$ cat src/rtl/pbs_pkg.sv
package pbs_pkg;

    localparam int ADDR_W = 12;
    localparam int DATA_W = 32;

    localparam logic [ADDR_W-1:0] A_SRCSEL = 12'h028;
    localparam logic [ADDR_W-1:0] A_LOCK   = 12'h064;
    localparam logic [ADDR_W-1:0] A_ANARST = 12'h780;
    localparam logic [ADDR_W-1:0] A_REFCFG = 12'h784;
    localparam logic [ADDR_W-1:0] A_CTRL   = 12'h78C;
    localparam logic [ADDR_W-1:0] A_MAX    = 12'h7FC;

    localparam int LOCK_BIT = 8;

    typedef enum logic [3:0] {
        S_IDLE,
        S_RD,
        S_CAP,
        S_MRG,
        S_WR,
        S_NXT,
        S_HOLD,
        S_PRD,
        S_PCAP,
        S_PWAIT
    } seq_state_t;

    typedef enum logic [2:0] {
        K_REF,
        K_SRC,
        K_LDE,
        K_RLO,
        K_RHI
    } seq_step_t;

endpackage

$ cat src/rtl/pbs_refmap.sv
module pbs_refmap (
    input  logic [2:0] code_i,
    output logic       ok_o,
    output logic [3:0] idx_o,
    output logic       div2_o
);
    always_comb begin
        ok_o   = 1'b1;
        div2_o = 1'b0;
        idx_o  = 4'd0;
        case (code_i)
            3'd0: idx_o = 4'd3;
            3'd1: idx_o = 4'd4;
            3'd2: idx_o = 4'd6;
            3'd3: idx_o = 4'd7;
            3'd4: idx_o = 4'd8;
            3'd5: begin
                idx_o  = 4'd7;
                div2_o = 1'b1;
            end
            default: ok_o = 1'b0;
        endcase
    end
endmodule

$ cat src/rtl/pbs_timer.sv
module pbs_timer #(
    parameter int W = 8
) (
    input  logic         clk,
    input  logic         rst,
    input  logic         load_i,
    input  logic [W-1:0] val_i,
    output logic         exp_o
);
    logic [W-1:0] cnt_d, cnt_q;

    always_comb begin
        cnt_d = cnt_q;
        if (load_i)
            cnt_d = val_i;
        else if (cnt_q != '0)
            cnt_d = cnt_q - 1'b1;
    end

    always_ff @(posedge clk) begin
        if (rst)
            cnt_q <= '0;
        else
            cnt_q <= cnt_d;
    end

    assign exp_o = (cnt_q == '0);
endmodule

$ cat src/rtl/pll_bringup_seq.sv
module pll_bringup_seq
    import pbs_pkg::*;
#(
    parameter int CYC_PER_US = 100,
    parameter int RST_US     = 1100,
    parameter int POLL_US    = 100,
    parameter int TIMEOUT_US = 100000
) (
    input  logic              clk,
    input  logic              rst,
    input  logic              start_i,
    input  logic [2:0]        ref_code_i,
    output logic [ADDR_W-1:0] bus_addr_o,
    output logic [DATA_W-1:0] bus_wdata_o,
    output logic              bus_we_o,
    output logic              bus_re_o,
    input  logic [DATA_W-1:0] bus_rdata_i,
    output logic              done_o,
    output logic              err_o,
    output logic              tmo_o
);
    localparam int RST_CYC   = RST_US * CYC_PER_US;
    localparam int POLL_CYC  = POLL_US * CYC_PER_US;
    localparam int MAX_POLLS = (TIMEOUT_US / POLL_US < 1) ? 1 : TIMEOUT_US / POLL_US;
    localparam int CNT_W     = $clog2(RST_CYC + POLL_CYC + 1);
    localparam int PW        = $clog2(MAX_POLLS + 1);
    localparam logic [CNT_W-1:0] HOLD_LD = CNT_W'(RST_CYC - 6);
    localparam logic [CNT_W-1:0] WAIT_LD = CNT_W'(POLL_CYC - 3);

    typedef struct packed {
        seq_state_t        st;
        seq_step_t         step;
        logic [ADDR_W-1:0] addr;
        logic [DATA_W-1:0] data;
        logic              re;
        logic              we;
        logic [3:0]        idx;
        logic              div2;
        logic [PW-1:0]     polls;
        logic              done;
        logic              err;
        logic              tmo;
    } seq_regs_t;

    seq_regs_t d, q;

    logic             map_ok, map_div2;
    logic [3:0]       map_idx;
    logic             tmr_load, tmr_exp;
    logic [CNT_W-1:0] tmr_val;
    logic [DATA_W-1:0] fmask, fval;

    pbs_refmap u_map (
        .code_i (ref_code_i),
        .ok_o   (map_ok),
        .idx_o  (map_idx),
        .div2_o (map_div2)
    );

    pbs_timer #(.W(CNT_W)) u_tmr (
        .clk    (clk),
        .rst    (rst),
        .load_i (tmr_load),
        .val_i  (tmr_val),
        .exp_o  (tmr_exp)
    );

    // Field mask and value for the step in progress
    always_comb begin
        fmask = '0;
        fval  = '0;
        case (q.step)
            K_REF: begin
                fmask = 32'h0000_000F | (q.div2 ? 32'h0000_01F0 : 32'h0);
                fval  = {28'h0, q.idx} | (q.div2 ? 32'h0000_0020 : 32'h0);
            end
            K_SRC: begin
                fmask = 32'h0000_0300;
                fval  = 32'h0;
            end
            K_LDE: begin
                fmask = 32'h0000_8000;
                fval  = 32'h0000_8000;
            end
            K_RLO: begin
                fmask = 32'h0000_0040;
                fval  = 32'h0;
            end
            default: begin
                fmask = 32'h0000_0040;
                fval  = 32'h0000_0040;
            end
        endcase
    end

    always_comb begin
        d        = q;
        d.re     = 1'b0;
        d.we     = 1'b0;
        tmr_load = 1'b0;
        tmr_val  = '0;
        case (q.st)
            S_IDLE: begin
                if (start_i) begin
                    d.done = 1'b0;
                    d.err  = 1'b0;
                    d.tmo  = 1'b0;
                    d.idx  = map_idx;
                    d.div2 = map_div2;
                    if (!map_ok) begin
                        d.done = 1'b1;
                        d.err  = 1'b1;
                    end else begin
                        d.step = K_REF;
                        d.addr = A_REFCFG;
                        d.re   = 1'b1;
                        d.st   = S_RD;
                    end
                end
            end
            S_RD:  d.st = S_CAP;
            S_CAP: begin
                d.data = bus_rdata_i;
                d.st   = S_MRG;
            end
            S_MRG: begin
                d.data = (q.data & ~fmask) | (fval & fmask);
                d.we   = 1'b1;
                d.st   = S_WR;
            end
            S_WR:  d.st = S_NXT;
            S_NXT: begin
                d.re = 1'b1;
                d.st = S_RD;
                case (q.step)
                    K_REF: begin
                        d.step = q.div2 ? K_SRC : K_LDE;
                        d.addr = q.div2 ? A_SRCSEL : A_CTRL;
                    end
                    K_SRC: begin
                        d.step = K_LDE;
                        d.addr = A_CTRL;
                    end
                    K_LDE: begin
                        d.step = K_RLO;
                        d.addr = A_ANARST;
                    end
                    K_RLO: begin
                        d.re     = 1'b0;
                        d.st     = S_HOLD;
                        tmr_load = 1'b1;
                        tmr_val  = HOLD_LD;
                    end
                    default: begin
                        d.addr  = A_LOCK;
                        d.polls = PW'(1);
                        d.st    = S_PRD;
                    end
                endcase
            end
            S_HOLD: begin
                if (tmr_exp) begin
                    d.step = K_RHI;
                    d.addr = A_ANARST;
                    d.re   = 1'b1;
                    d.st   = S_RD;
                end
            end
            S_PRD: d.st = S_PCAP;
            S_PCAP: begin
                if (bus_rdata_i[LOCK_BIT]) begin
                    d.done = 1'b1;
                    d.st   = S_IDLE;
                end else if (q.polls == PW'(MAX_POLLS)) begin
                    d.done = 1'b1;
                    d.err  = 1'b1;
                    d.tmo  = 1'b1;
                    d.st   = S_IDLE;
                end else begin
                    tmr_load = 1'b1;
                    tmr_val  = WAIT_LD;
                    d.st     = S_PWAIT;
                end
            end
            S_PWAIT: begin
                if (tmr_exp) begin
                    d.re    = 1'b1;
                    d.polls = q.polls + 1'b1;
                    d.st    = S_PRD;
                end
            end
            default: d.st = S_IDLE;
        endcase
    end

    always_ff @(posedge clk) begin
        if (rst) begin
            q       <= '0;
            q.st    <= S_IDLE;
            q.step  <= K_REF;
        end else begin
            q <= d;
        end
    end

    assign bus_addr_o  = q.addr;
    assign bus_wdata_o = q.data;
    assign bus_we_o    = q.we;
    assign bus_re_o    = q.re;
    assign done_o      = q.done;
    assign err_o       = q.err;
    assign tmo_o       = q.tmo;


    strobe_excl_chk: assert property (@(posedge clk) disable iff (rst)
        !(bus_re_o && bus_we_o));


    bus_gap_chk: assert property (@(posedge clk) disable iff (rst)
        (bus_re_o || bus_we_o) |=> !(bus_re_o || bus_we_o));


    addr_legal_chk: assert property (@(posedge clk) disable iff (rst)
        (bus_re_o || bus_we_o) |-> (bus_addr_o[1:0] == 2'b00 && bus_addr_o <= A_MAX));


    rmw_write_follows_chk: assert property (@(posedge clk) disable iff (rst)
        (bus_re_o && bus_addr_o != A_LOCK) |=> !bus_we_o ##1 !bus_we_o ##1 bus_we_o);


    tmo_implies_err_chk: assert property (@(posedge clk) disable iff (rst)
        tmo_o |-> (err_o && done_o));


    flags_hold_chk: assert property (@(posedge clk) disable iff (rst)
        (done_o && !start_i) |=> done_o && $stable(err_o) && $stable(tmo_o));


    bad_code_quiet_chk: assert property (@(posedge clk) disable iff (rst)
        (q.st == S_IDLE && start_i && ref_code_i[2:1] == 2'b11)
            |=> (done_o && err_o && !bus_re_o && !bus_we_o));

endmodule

$ cat config.mk
export PLATFORM = sky130hd
export DESIGN_NAME = pll_bringup_seq
export DESIGN_NICKNAME = d
export VERILOG_FILES = /design/src/rtl/pbs_pkg.sv /design/src/rtl/pbs_refmap.sv /design/src/rtl/pbs_timer.sv /design/src/rtl/pll_bringup_seq.sv
export SDC_FILE = /design/constraint.sdc
export NUM_CORES = 1
export LEC_CHECK = 0
export ABC_AREA = 1
export BUFFER_PORTS_ARGS = -buffer_cell sky130_fd_sc_hd__buf_4
export CORE_MARGIN = 5
export CORE_UTILIZATION = 35
export DETAILED_ROUTE_END_ITERATION = 12
export SYNTH_ARGS = -nofsm -noshare
export SYNTH_HDL_FRONTEND = slang
export SYNTH_SLANG_ARGS = --single-unit
$ cat constraint.sdc
create_clock -name clk -period 2.7 [get_ports clk]
set_input_delay 0 -clock clk [delete_from_list [all_inputs] [get_ports clk]]
set_output_delay 0 -clock clk [all_outputs]
set_load 0.01 [all_outputs]
## Word level (Yosys, flattened, before mapping)

Cells that the tools add are included.

- Input bits: 38
- Word-level logic and storage cells: 117
- Output and inout port bits: 49
- Register bits after elaboration: 88

- Equal/unequal tests: 28
- Add/sub/neg operators: 2
- Reductions and logical operators: 23
- Muxes and demuxes: 46
- Bitwise operators: 5

Operators by type and width:

| operator | count |
|---|---|
| $pmux W16 S3 | 2 |
| $and A32 B32 Y32 | 2 |
| $pmux W32 S2 | 1 |
| $mux W19 | 3 |
| $mux W17 | 3 |
| $pmux W12 S4 | 1 |
| $pmux W15 S3 | 1 |
| $pmux W4 S10 | 1 |
| $pmux W17 S2 | 1 |
| $not A32 Y32 | 1 |
| $or A32 B32 Y32 | 1 |
| $mux W14 | 2 |
| $mux W10 | 2 |
| $pmux W10 S2 | 1 |
| $pmux W4 S5 | 1 |
| $logic_not A17 Y1 | 1 |
| $reduce_bool A17 Y1 | 1 |
| $sub A17 B1 Y17 const B | 1 |
| $eq A4 B3 Y1 const B | 4 |
| $ne A2 B2 Y1 const B | 8 |
| $eq A3 B2 Y1 const B | 4 |
| $mux W4 | 3 |
| $pmux W3 S2 | 2 |
| $mux W1 | 11 |
| other kinds (30) | 46 |

## Longest topological paths before layout

Gate-level depths: netlist of the first run.

- Depth in word-level cells: 6
- Mapped depth: 11
- Gate-level depth less buffers: 11

## Hierarchy

From an unflattened synthesis of the first run, not the netlist that was laid out.

- Cells, all modules: 648
- Area total of the unflattened synthesis: 4,408.0 sq um

By module, submodules not included:

| module | seq. area each (sq um) | times used | area each (sq um) | cells each |
|---|---|---|---|---|
| pll_bringup_seq | 1,281.2 | 1 | 3,159.3 | 443 |
| pbs_timer | 340.3 | 1 | 1,177.4 | 188 |
| pbs_refmap | 0.0 | 1 | 71.3 | 17 |

## Worst setup path before layout of the first run

Ideal clock, no wire load.

- Path kind: reg-to-reg
- From: register u_tmr.cnt_q[0]
- To: register q[7] (netlist name)
- Path buffers: 1
- Cell stages (with the launch flop): 11
- Required time: 2,567 ps
- Setup slack: 1,241 ps
- Arrival: 1,326 ps
- Clock period less this slack: 1,459 ps
- Setup time: 133 ps
- Cell sequence: dfxtp_1 inv_1 ha_1 nand2_1 nor2_1 nand3_2 nand2_2 nand2_2 buf_6 nand2_1 a21oi_1

- Word-level cells in the longest chain between the ends: 3

Ends and longest elaborated chain:

| element | RTL line | text |
|---|---|---|
| start: declaration | pbs_timer.sv:10 | `logic [W-1:0] cnt_d, cnt_q;` |
| start signal: assignment | pbs_timer.sv:24 | `cnt_q <= cnt_d;` |
| $logic_not A17 Y1 | pbs_timer.sv:27 | `assign exp_o = (cnt_q == '0);` |
| $ne A2 B2 Y1 (no source line) | n/a |  |
| $reduce_and A3 Y1 (no source line) | n/a |  |
| end: declaration | pll_bringup_seq.sv:45 | `seq_regs_t d, q;` |

Every way passes these cells.
A chain may end at the register's enable or synchronous reset.

## Worst setup path after layout of the first run

- From: register q[3] (netlist name)
- To: register u_tmr.cnt_q[9]

- Word-level cells in the longest chain between the ends: 5
- Elaborated cells on any way between the ends: 9
- Classes of those cells: 1 x eq/ne; 7 x mux; 1 x reduce/logical

Ends and longest elaborated chain:

| element | RTL line | text |
|---|---|---|
| $eq A10 B10 Y1 (*) | pll_bringup_seq.sv:174 | `end else if (q.polls == PW'(MAX_POLLS)) begin` |
| $mux W14 or $mux W1 (tied branches) | pll_bringup_seq.sv:174 |  |
| $mux W14 or $mux W1 (tied branches) | pll_bringup_seq.sv:171 | `if (bus_rdata_i[LOCK_BIT]) begin` |
| $pmux W17 S2 or $pmux W1 S2 (tied branches) | pll_bringup_seq.sv:102 | `case (q.st)` |
| $mux W17 or $reduce_bool A2 Y1 (tied branches) | n/a |  |

Every way passes the cells marked *; elsewhere a longest branch is shown, timed or not.

==> results of run 1 <==
## critical path: cells and delay by family (launching register included)
kind,cells,cell delay [ps]
AO/OA/AOI/OAI,1,340
adder cells (fa/ha/maj),1,150
buffers and inverters,1,110
flip-flops,1,340
AND/OR/NAND/NOR,6,950
## sequential cells by signal, indices dropped and copies added (netlist names), named ones only
signal,cells
bus_re_o,1
err_o,1
bus_addr_o,5
q,22
tmo_o,1
done_o,1
bus_wdata_o,26
u_tmr.cnt_q,17
bus_we_o,1
## path summary, 6_finish.rpt
kind / slack, ps / cells past startpoint / startpoint / to
setup / recovery: 690 / 9 / q[3] / u_tmr.cnt_q[9]
hold / removal: 10 / 4 / start_i / q[14]
setup reg to reg: 690 / 9 / q[3] / u_tmr.cnt_q[9]
hold reg to reg: 450 / 2 / err_o / err_o
## layout by cell type (no fill, tap or decap), types with 5 or more instances in the layout
| master | count |
|---|---|
| nand4_1 | 15 |
| inv_2 | 7 |
| nand2_1 | 120 |
| buf_4 | 83 |
| a31oi_1 | 5 |
| o21ai_0 | 39 |
| a21oi_1 | 42 |
| nor2_1 | 115 |
| dlygate4sd3_1 | 33 |
| clkbuf_16 | 9 |
| xor2_1 | 14 |
| inv_1 | 52 |
| dfxtp_1 | 81 |
| nand3_1 | 26 |
## per-layer routing
metal | part of all wire | vias to the layer above
met5 | 0 | -
met4 | 0.017 | 0
met1 | 0.45 | 1810
met3 | 0.047 | 13
li1 | - | 2098
met2 | 0.48 | 92
## through the flow
step           hold WS [ps]  setup WS (ps)  instance area, sq um  total power, W
6_report               11.7            686                  5410         0.00435
5_1_grt                16.6            382                  5410         0.00468
4_1_cts                6.70            667                  5410         0.00439
3_5_place_dp            265            700                  4760         0.00306
3_3_place_gp            251            773                  4760         0.00304
2_1_floorplan           149           1240                  4340         0.00272
## final cells by class
| type | instances | area, sq um |
|---|---|---|
| tap | 168 | 210 |
| multi-input combinational | 426 | 2080 |
| sequential | 81 | 1620 |
| clock inverter | 6 | 82.6 |
| timing repair buffer | 116 | 953 |
| inverter | 61 | 230 |
| clock buffer | 10 | 229 |
| fill | 1187 | 6660 |
## cell families after synthesis
group / Yosys count / share of synthesized area
adder cells (fa/ha/maj): 4 / 0.0116
AO/OA/AOI/OAI: 97 / 0.119
buffers and inverters: 122 / 0.148
AND/OR/NAND/NOR: 305 / 0.314
flip-flops: 81 / 0.374
other: 1 / 0.000865
XOR/XNOR: 16 / 0.0323
## synthesized netlist by cell type
library cell | n | area share
nand3b_1 | 2 | 0.0035
clkinv_2 | 1 | 0.0012
a211oi_1 | 4 | 0.0069
clkbuf_1 | 10 | 0.0087
nor2_2 | 3 | 0.0043
clkinv_1 | 1 | 0.00087
or2_1 | 1 | 0.0014
ha_1 | 4 | 0.012
nor3_2 | 1 | 0.0023
nor2_1 | 115 | 0.10
nand4_1 | 15 | 0.022
nand3_4 | 1 | 0.0040
xor2_1 | 14 | 0.028
nor2_4 | 4 | 0.010
nand2_4 | 2 | 0.0052
nor3_1 | 3 | 0.0035
xnor2_1 | 2 | 0.0040
o22ai_1 | 4 | 0.0058
a21o_1 | 1 | 0.0017
inv_2 | 7 | 0.0061
or2_0 | 1 | 0.0014
nand3_1 | 26 | 0.030
nand3b_4 | 1 | 0.0046
a21oi_1 | 42 | 0.049
dfxtp_1 | 81 | 0.37
nand2_2 | 4 | 0.0058
buf_2 | 3 | 0.0035
buf_4 | 46 | 0.080
or2_2 | 2 | 0.0029
buf_6 | 1 | 0.0026
nand3_2 | 4 | 0.0092
o21bai_1 | 2 | 0.0035
conb_1 | 1 | 0.00087
buf_1 | 1 | 0.00087
a31oi_1 | 5 | 0.0072
inv_1 | 52 | 0.045
nand2_1 | 120 | 0.10
o21ai_0 | 39 | 0.045
## timing repair
action | in CTS | in global routing
hold buffers | 33 | 0
endpoints found under the setup margin | 0 | 0
endpoints found under the hold margin | 31 | 0
## power by group
group	switching [W]	total [W]	internal (W)
registers	0.000138	0.00151	0.00137
logic	0.000921	0.00156	0.000638
clock network	0.000480	0.00129	0.000805
total	0.00154	0.00435	0.00281
==> flow_summary_export.csv, run 1 <==
group,metric,value,unit
status,status,"completed",
logic_synthesis,synthesis.area,0.00433,sq mm
routing,postRouteAntennaNets,0,
timing,fin_crit_sh,0.746,
pwr,peakVddDrop,0.000443,V
layout,syn_to_final_growth,24.8,%
layout,drive_gt1_frac,0.183,
layout,finalCoreUtilization,0.448,
floorplan,core,0.0121,sq mm
clock_network,clk_pin_slew,60,ps
global_routing,antenna_found_initial,0,
timing,relSlewSlack,0.250,
critical_path,cpMaxStageDelayCell,"nand3_1",
layout,finalNonFillerCells,868,
global_routing,grt_pass1_wl,17.9,mm
timing,fin_skew,9.40,ps
global_routing,use_met3,0.0322,
timing,rsz0062_at_grt,"false",
logic_synthesis,syn_avg_cell_area,6.92,sq um
routing,drc,0,
critical_path,setup.worst_path.end_class,"flip-flop",
timing,finalSetupTns,0,ps
clock_network,htree_levels,3,
critical_path,critPathArrivalTime,2230,ps
clock_network,numCtsBuffers,9,
global_routing,grtUsageMet2,0.263,
critical_path,crit_path_start_kind,"flip-flop",
floorplan,dieHeight,121,um
critical_path,required,2910,ps
timing,finalSetupViolCount,0,
floorplan,die-area,0.0147,sq mm
floorplan,ioPinCount,87,
pwr,cellLeakagePower,2.43,nW
global_routing,grt_start_max_net_pins,42,
routing,wirelength,11.1,mm
routing,vias,4013,
clock_network,root_buffer,"clkbuf_16",
clock_network,cts.sinks,81,
logic_synthesis,netlist_instances,626,
placement,dp_hpwl,7.82,mm
global_routing,use_met1,0.179,
clock_network,cts_resized,0,
logic_synthesis,ys_seq_area_frac,0.374,
floorplan,rows,40,
timing,max_freq,496,MHz
global_routing,grt_pass1_vias,3823,
logic_synthesis,yosys_warnings,0,
placement,placed_cells,819,
min_path,hold_path_class,"in -> reg",
routing,dr.first_iter.drc_count,196,
clock_network,cts_setup_buffers,0,
floorplan,start_util,0.359,
routing,vias_per_cell,4.62,
routing,post_drt_wl_per_cell,12.7,um
critical_path,cp_slowest_stage_delay,390,ps
global_routing,grtUsageTotal,0.149,
logic_synthesis,synthDistinctLibCells,38,
routing,dr.pass1.iters,4,
clock_network,cts_tree,"built",
global_routing,grt.busiest_layer,"met2",
logic_synthesis,ys_ff_latch,81,
timing,fin_crit,2010,ps
global_routing,overflow,0,
layout,n_antenna_cell,0,
layout,nets,737,
clock_network,clk-insertion-delay-late,340,ps
clock_network,cts_buffer_depth,2,
placement,io_buffers,82,
timing,tightest_slew,1120,ps
critical_path,criticalPathCategory,"reg -> reg",
placement,finalWeightedCongestion,0.892,
run,maxCapViolCount,0,
timing,hold_viol_final,0,
critical_path,crit_path_max_fanout,11,
floorplan,die_width,121,um
pwr,p_per_area,805,mW/mm^2
timing,drv_slew,0,
critical_path,crit_chain,"inv_1 > ha_1 > nand2_1 > nor2_1 > nand3_1 > nand3_1 > nand2_2 > o21ai_0 > nor2_1",
Note: power is estimated with default switching activity, not from simulation.
==> inputs of run 2 (changes only) <==
==> constraint.sdc (replaced) <==
create_clock -name clk -period 1.95 [get_ports clk]
set_input_delay 0 -clock clk [delete_from_list [all_inputs] [get_ports clk]]
set_output_delay 0 -clock clk [all_outputs]
set_load 0.01 [all_outputs]
==> run 2 against run 1 <==
Compared with the run above: global-route usage fell by 0.34 points; critical path type unchanged; combinational power rose by 44%; highest routed layer unchanged; first-iteration DRC count rose by 7.1%.
==> flow_summary_export.csv, run 2 (same netlist as run 1, synthesis figures left out) <==
group,metric,value,unit
status,status,"completed",
global_routing,grt_start_max_net_pins,41,
clock_network,numCtsBuffers,9,
timing,fin_skew,7.35,ps
timing,rsz0062_at_grt,"false",
pwr,p_sw_frac,0.353,
critical_path,setup.worst_path.end_class,"flip-flop",
pwr,cellLeakagePower,2.48,nW
timing,finalSetupViolCount,0,
timing,timing.hold.ws,13.5,ps
routing,postRouteAntennaNets,0,
layout,largest_reg_flops,26,
global_routing,antenna_found_initial,0,
layout,drive_gt1_frac,0.200,
global_routing,grt_pass1_wl,17.7,mm
clock_network,root_buffer,"clkbuf_16",
floorplan,rows,40,
min_path,hold_path_class,"in -> reg",
routing,dr.pass1.iters,5,
pwr,peakVddDrop,0.000614,V
timing,hold_viol_final,0,
timing,tightest_slew,634,ps
pwr,cell_internal_pwr,0.00400,W
placement,post-place-ws,176,ps
layout,n_antenna_cell,0,
routing,dr.first_iter.drc_count,210,
placement,dp_hpwl,7.94,mm
timing,fin_crit_sh,0.922,
floorplan,start_util,0.359,
layout,nets,746,
timing,drv_slew,0,
routing,vias_per_cell,4.64,
floorplan,core,0.0121,sq mm
run,maxCapViolCount,0,
global_routing,grtUsageTotal,0.146,
critical_path,required,2220,ps
clock_network,cts.sinks,81,
timing,fin_crit,1800,ps
routing,post_drt_wl_per_cell,12.5,um
routing,wirelength,10.9,mm
layout,final-seq-area,0.00162,sq mm
layout,final_common_cell,"nand2_1",
routing,drc,0,
clock_network,cts_tree,"built",
critical_path,crit_path_start_kind,"flip-flop",
layout,syn_to_final_growth,26.8,%
clock_network,clk_pin_slew,60,ps
pwr,power_frac_seq,0.338,
layout,multiInputGateArea,0.00209,sq mm
pwr,pwr-share-comb,0.363,
placement,finalWeightedCongestion,0.954,
global_routing,overflow,0,
critical_path,critPathArrivalTime,2060,ps
pwr,p_per_area,1120,mW/mm^2
layout,design_area,0.00550,sq mm
floorplan,die_width,121,um
clock_network,cts_buffer_depth,2,
timing,max_freq,556,MHz
critical_path,criticalPathCategory,"reg -> reg",
global_routing,grt_pass1_vias,3799,
clock_network,htree_levels,3,
timing,relSlewSlack,0.573,
floorplan,dieHeight,121,um
floorplan,ioPinCount,87,
pwr,p_sw,0.00218,W
layout,fillers,1202,
timing,finalSetupTns,0,ps
floorplan,die-area,0.0147,sq mm
layout,mostFrequentLayoutCells,"120 x nand2_1, 114 x nor2_1, 94 x buf_4, 80 x dfxtp_1, 52 x inv_1",
placement,io_buffers,82,
routing,vias,4072,
placement,place_area,0.00485,sq mm
clock_network,clk-insertion-delay-late,330,ps
pwr,pwr-share-clk,0.299,
critical_path,crit_path_max_fanout,7,
timing,postLayoutSetupSlackWorst,151,ps
[run 2: area by class of cell]
type	count	share of cell area
flip-flops and latches	81	0.295
well taps	168	0.0383
inverters	61	0.0419
multi-input cells	426	0.380
clock buffers	10	0.0435
repair buffers	125	0.185
clock inverters	6	0.0164
[run 2: metrics by stage]
stage                     utilization  cells  total power (W)
after floorplan                     -    629          0.00377
final                           0.456    877          0.00617
after global placement          0.402    830          0.00427
after global routing            0.456    877          0.00661
after CTS                       0.455    877          0.00621
after detailed placement        0.402    830          0.00428
[run 2: worst max-delay path, stage by stage (launching register included)]
cell,delay [ps]
dfxtp_1,360
inv_2,110
nand2_1,120
nor2_4,190
nand2_4,100
inv_2,110
nand3_1,70
dlygate4sd3_1,550
a21oi_1,110
[run 2: per-layer routing]
metal / GRT usage / part of all wire
met1: 0.179 / 0.45
met2: 0.254 / 0.48
met3: 0.0312 / 0.052
met4: 0.0476 / 0.020
met5: 0 / 0
[run 2: repair_timing]
action | 4_1_cts | 5_1_grt
resized for setup | 0 | 4
hold endpoints to repair | 30 | 0
setup endpoints to repair | 0 | 5
hold buffers | 31 | 0
setup buffers | 0 | 0
[run 2: final timing paths]
path | startpoint | to | slack, ps | cells past startpoint
max | q[67] | q[17] | 150 | 8
min | start_i | q[17] | 10 | 4
max reg2reg | q[67] | q[17] | 150 | 8
min reg2reg | flip-flop | flip-flop | 450 | 2
[run 2: power groups by stage]
stage / Combinational [W] / Clock, W / Sequential, W
finish: 0.00224 / 0.00184 / 0.00209
global route: 0.00253 / 0.00196 / 0.00212
CTS: 0.00223 / 0.00189 / 0.00208
detailed placement: 0.00217 / 0 / 0.00212
global placement: 0.00215 / 0 / 0.00211
floorplan: 0.00170 / 0 / 0.00207
==> inputs of run 3 (changes only) <==
--- a/config.mk
+++ b/config.mk
@@ -12,4 +12,5 @@
 export DETAILED_ROUTE_END_ITERATION = 12
 export SYNTH_ARGS = -nofsm -noshare
 export SYNTH_HDL_FRONTEND = slang
+export SYNTH_HIERARCHICAL = 1
 export SYNTH_SLANG_ARGS = --single-unit
==> run 3 against run 2 <==
Compared with the run above: total power is 6.5% lower; sequential share of layout area is 0.72 points lower; combinational power is 16% lower.
==> flow_summary_export.csv, run 3 <==
group,metric,value,unit
status,status,"completed",
pwr,total_power,0.00577,W
floorplan,start_util,0.354,
logic_synthesis,ys_ff_latch,81,
timing,relSlewSlack,0.634,
floorplan,die_width,122,um
critical_path,setup.worst_path.end_class,"flip-flop",
clock_network,cts_tree,"built",
layout,drive_gt1_frac,0.212,
logic_synthesis,synth_area_leaders,"dfxtp_1 37%, nand2_1 12%, nor2_1 9.4%",
layout,n_antenna_cell,0,
critical_path,cp_num_buf_inv,3,
critical_path,critPathArrivalTime,2010,ps
routing,drc,0,
critical_path,crit_start,"u_tmr/cnt_q[0]",
timing,finalSetupTns,0,ps
clock_network,numCtsBuffers,9,
layout,finalNonFillerCells,908,
pwr,peakVddDrop,0.000361,V
logic_synthesis,async_flop_share,0,
pwr,pwr-share-comb,0.325,
timing,finalSetupViolCount,0,
routing,dr.pass1.iters,5,
pwr,power_frac_seq,0.344,
clock_network,root_buffer,"clkbuf_16",
clock_network,clk-insertion-delay-late,340,ps
layout,final_common_cell,"nand2_1",
timing,drv_slew,0,
critical_path,timing.rr.start,"u_tmr/cnt_q[0]",
routing,dr.first_iter.drc_count,211,
run,maxCapViolCount,0,
clock_network,htree_levels,3,
global_routing,grt_pass1_wl,18.9,mm
placement,placed_cells,860,
floorplan,dieHeight,122,um
layout,fillers,1232,
routing,wirelength,11.1,mm
pwr,cellLeakagePower,2.62,nW
pwr,pwr-share-clk,0.330,
timing,postLayoutSetupSlackWorst,168,ps
timing,tightest_slew,549,ps
logic_synthesis,yosys_warnings,6,
layout,multiInputGateArea,0.00219,sq mm
critical_path,path_delay_family,"simple AND/OR/NAND/NOR gates",
layout,syn_to_final_growth,27.7,%
clock_network,cts.sinks,81,
clock_network,clk_pin_slew,70,ps
logic_synthesis,synthDistinctLibCells,41,
timing,rsz0062_at_grt,"false",
logic_synthesis,synthTopCellsByCount,"140 x nand2_1, 110 x nor2_1, 81 x dfxtp_1, 54 x inv_1, 48 x a21oi_1",
pwr,cell_internal_pwr,0.00378,W
timing,fin_crit,1780,ps
logic_synthesis,synth_top_cell_area_share,0.368,
routing,vias,4225,
floorplan,die-area,0.0149,sq mm
layout,nets,772,
global_routing,overflow,0,
pwr,p_sw_frac,0.345,
critical_path,crit_path_max_fanout,10,
critical_path,crit_path_start_kind,"flip-flop",
timing,fin_skew,7.45,ps
logic_synthesis,netlist_instances,648,
floorplan,ioPinCount,87,
layout,final-seq-area,0.00162,sq mm
logic_synthesis,yosysMostFrequentCell,"nand2_1",
routing,vias_per_cell,4.65,
min_path,hold_path_class,"in -> reg",
placement,io_buffers,82,
floorplan,rows,41,
layout,mostFrequentLayoutCells,"138 x nand2_1, 109 x nor2_1, 95 x buf_4, 81 x dfxtp_1, 52 x inv_1",
critical_path,cpMaxStageDelayCell,"dfxtp_1",
global_routing,antenna_found_initial,0,
clock_network,cts_buffer_depth,2,
global_routing,grt_pass1_vias,4158,
placement,post-place-ws,-2.75,ps
placement,dp_hpwl,7.84,mm
timing,max_freq,561,MHz
logic_synthesis,synthesis.area,0.00441,sq mm
critical_path,required,2170,ps
global_routing,grtUsageTotal,0.156,
min_path,min-delay-start,"bus_rdata_i[6]",
floorplan,core,0.0125,sq mm
logic_synthesis,syn_avg_cell_area,6.80,sq um
routing,postRouteAntennaNets,0,
timing,fin_crit_sh,0.914,
pwr,p_sw,0.00199,W
logic_synthesis,ys_seq_area_frac,0.368,
critical_path,criticalPathCategory,"reg -> reg",
global_routing,grt_start_max_net_pins,35,
pwr,p_per_area,1030,mW/mm^2
critical_path,cp_slowest_stage_delay,330,ps
placement,finalWeightedCongestion,0.854,
routing,post_drt_wl_per_cell,12.2,um
logic_synthesis,yosys.area.top_type,"dfxtp_1",
logic_synthesis,synth_ff_type,"dfxtp_1",
timing,hold_viol_final,0,
critical_path,crit_chain,"inv_2 > ha_4 > nand2_4 > nor2_8 > nand4_4 > nor2_2 > buf_4 > nand2_1 > nand2_4 > inv_2 > o21ai_1 > a21oi_1",
logic_synthesis,synth_edf_count,0,
layout,largest_reg_flops,26,
[run 3: power groups by stage]
| stage | clock [W] | sequential (W) | combinational [W] |
|---|---|---|---|
| CTS | 0.00194 | 0.00198 | 0.00186 |
| detailed placement | 0 | 0.00202 | 0.00180 |
| global placement | 0 | 0.00201 | 0.00177 |
| floorplan | 0 | 0.00198 | 0.00145 |
| finish | 0.00191 | 0.00199 | 0.00188 |
| global route | 0.00203 | 0.00201 | 0.00216 |
[run 3: routing by layer]
layer,vias to the layer above,part of all wire,global-route usage
met2,112,0.50,0.272
li1,2178,-,-
met5,-,0,0
met1,1922,0.43,0.184
met3,13,0.059,0.0419
met4,0,0.015,0.0567
[run 3: cell type report]
| cell class | count | area share |
|---|---|---|
| inverter | 61 | 0.0411 |
| clock buffer | 10 | 0.0425 |
| sequential | 81 | 0.288 |
| timing repair buffer | 127 | 0.184 |
| clock inverter | 6 | 0.0169 |
| tap | 172 | 0.0382 |
| multi-input combinational | 451 | 0.389 |
[run 3: worst paths after layout]
| kind | endpoint | slack [ps] | depth (start not counted) |
|---|---|---|---|
| hold reg to reg | err_o | 450 | 2 |
| setup / recovery | q[6] | 170 | 12 |
| setup reg to reg | q[6] | 170 | 12 |
| hold / removal | flip-flop | 30 | 5 |
[run 3: kinds of logic after synthesis]
family / after synthesis / share of synthesized area
and+or+nand+nor: 328 / 0.337
muxes: 2 / 0.00454
AOI/OAI and AO/OA: 107 / 0.126
other: 1 / 0.000851
buffers and inverters: 123 / 0.149
adders and majority gates: 3 / 0.00852
DFF: 81 / 0.368
xor gates and xnor gates: 3 / 0.00596
[run 3: repair_timing]
action,in CTS,in global routing
gates resized for setup,1,10
pin swaps,0,1
setup endpoints to repair,1,15
hold buffers,31,0
buffers inserted,0,1
hold endpoints to repair,31,0
[run 3: worst min-delay path, cell delays in order]
cell and delay (ps):
buf_4 80, nand2_1 40, o21ai_0 60, o21ai_0 80
nor2_1 80
[run 3: metrics by stage]
stage | hold WS [ps] | area, sq um | util
after floorplan | 135 | 4430 | -
after detailed placement | 228 | 4940 | 0.396
final | 32.3 | 5630 | 0.451
after global placement | 221 | 4940 | 0.396
after global routing | 57.2 | 5630 | 0.451
after CTS | 32.9 | 5590 | 0.448
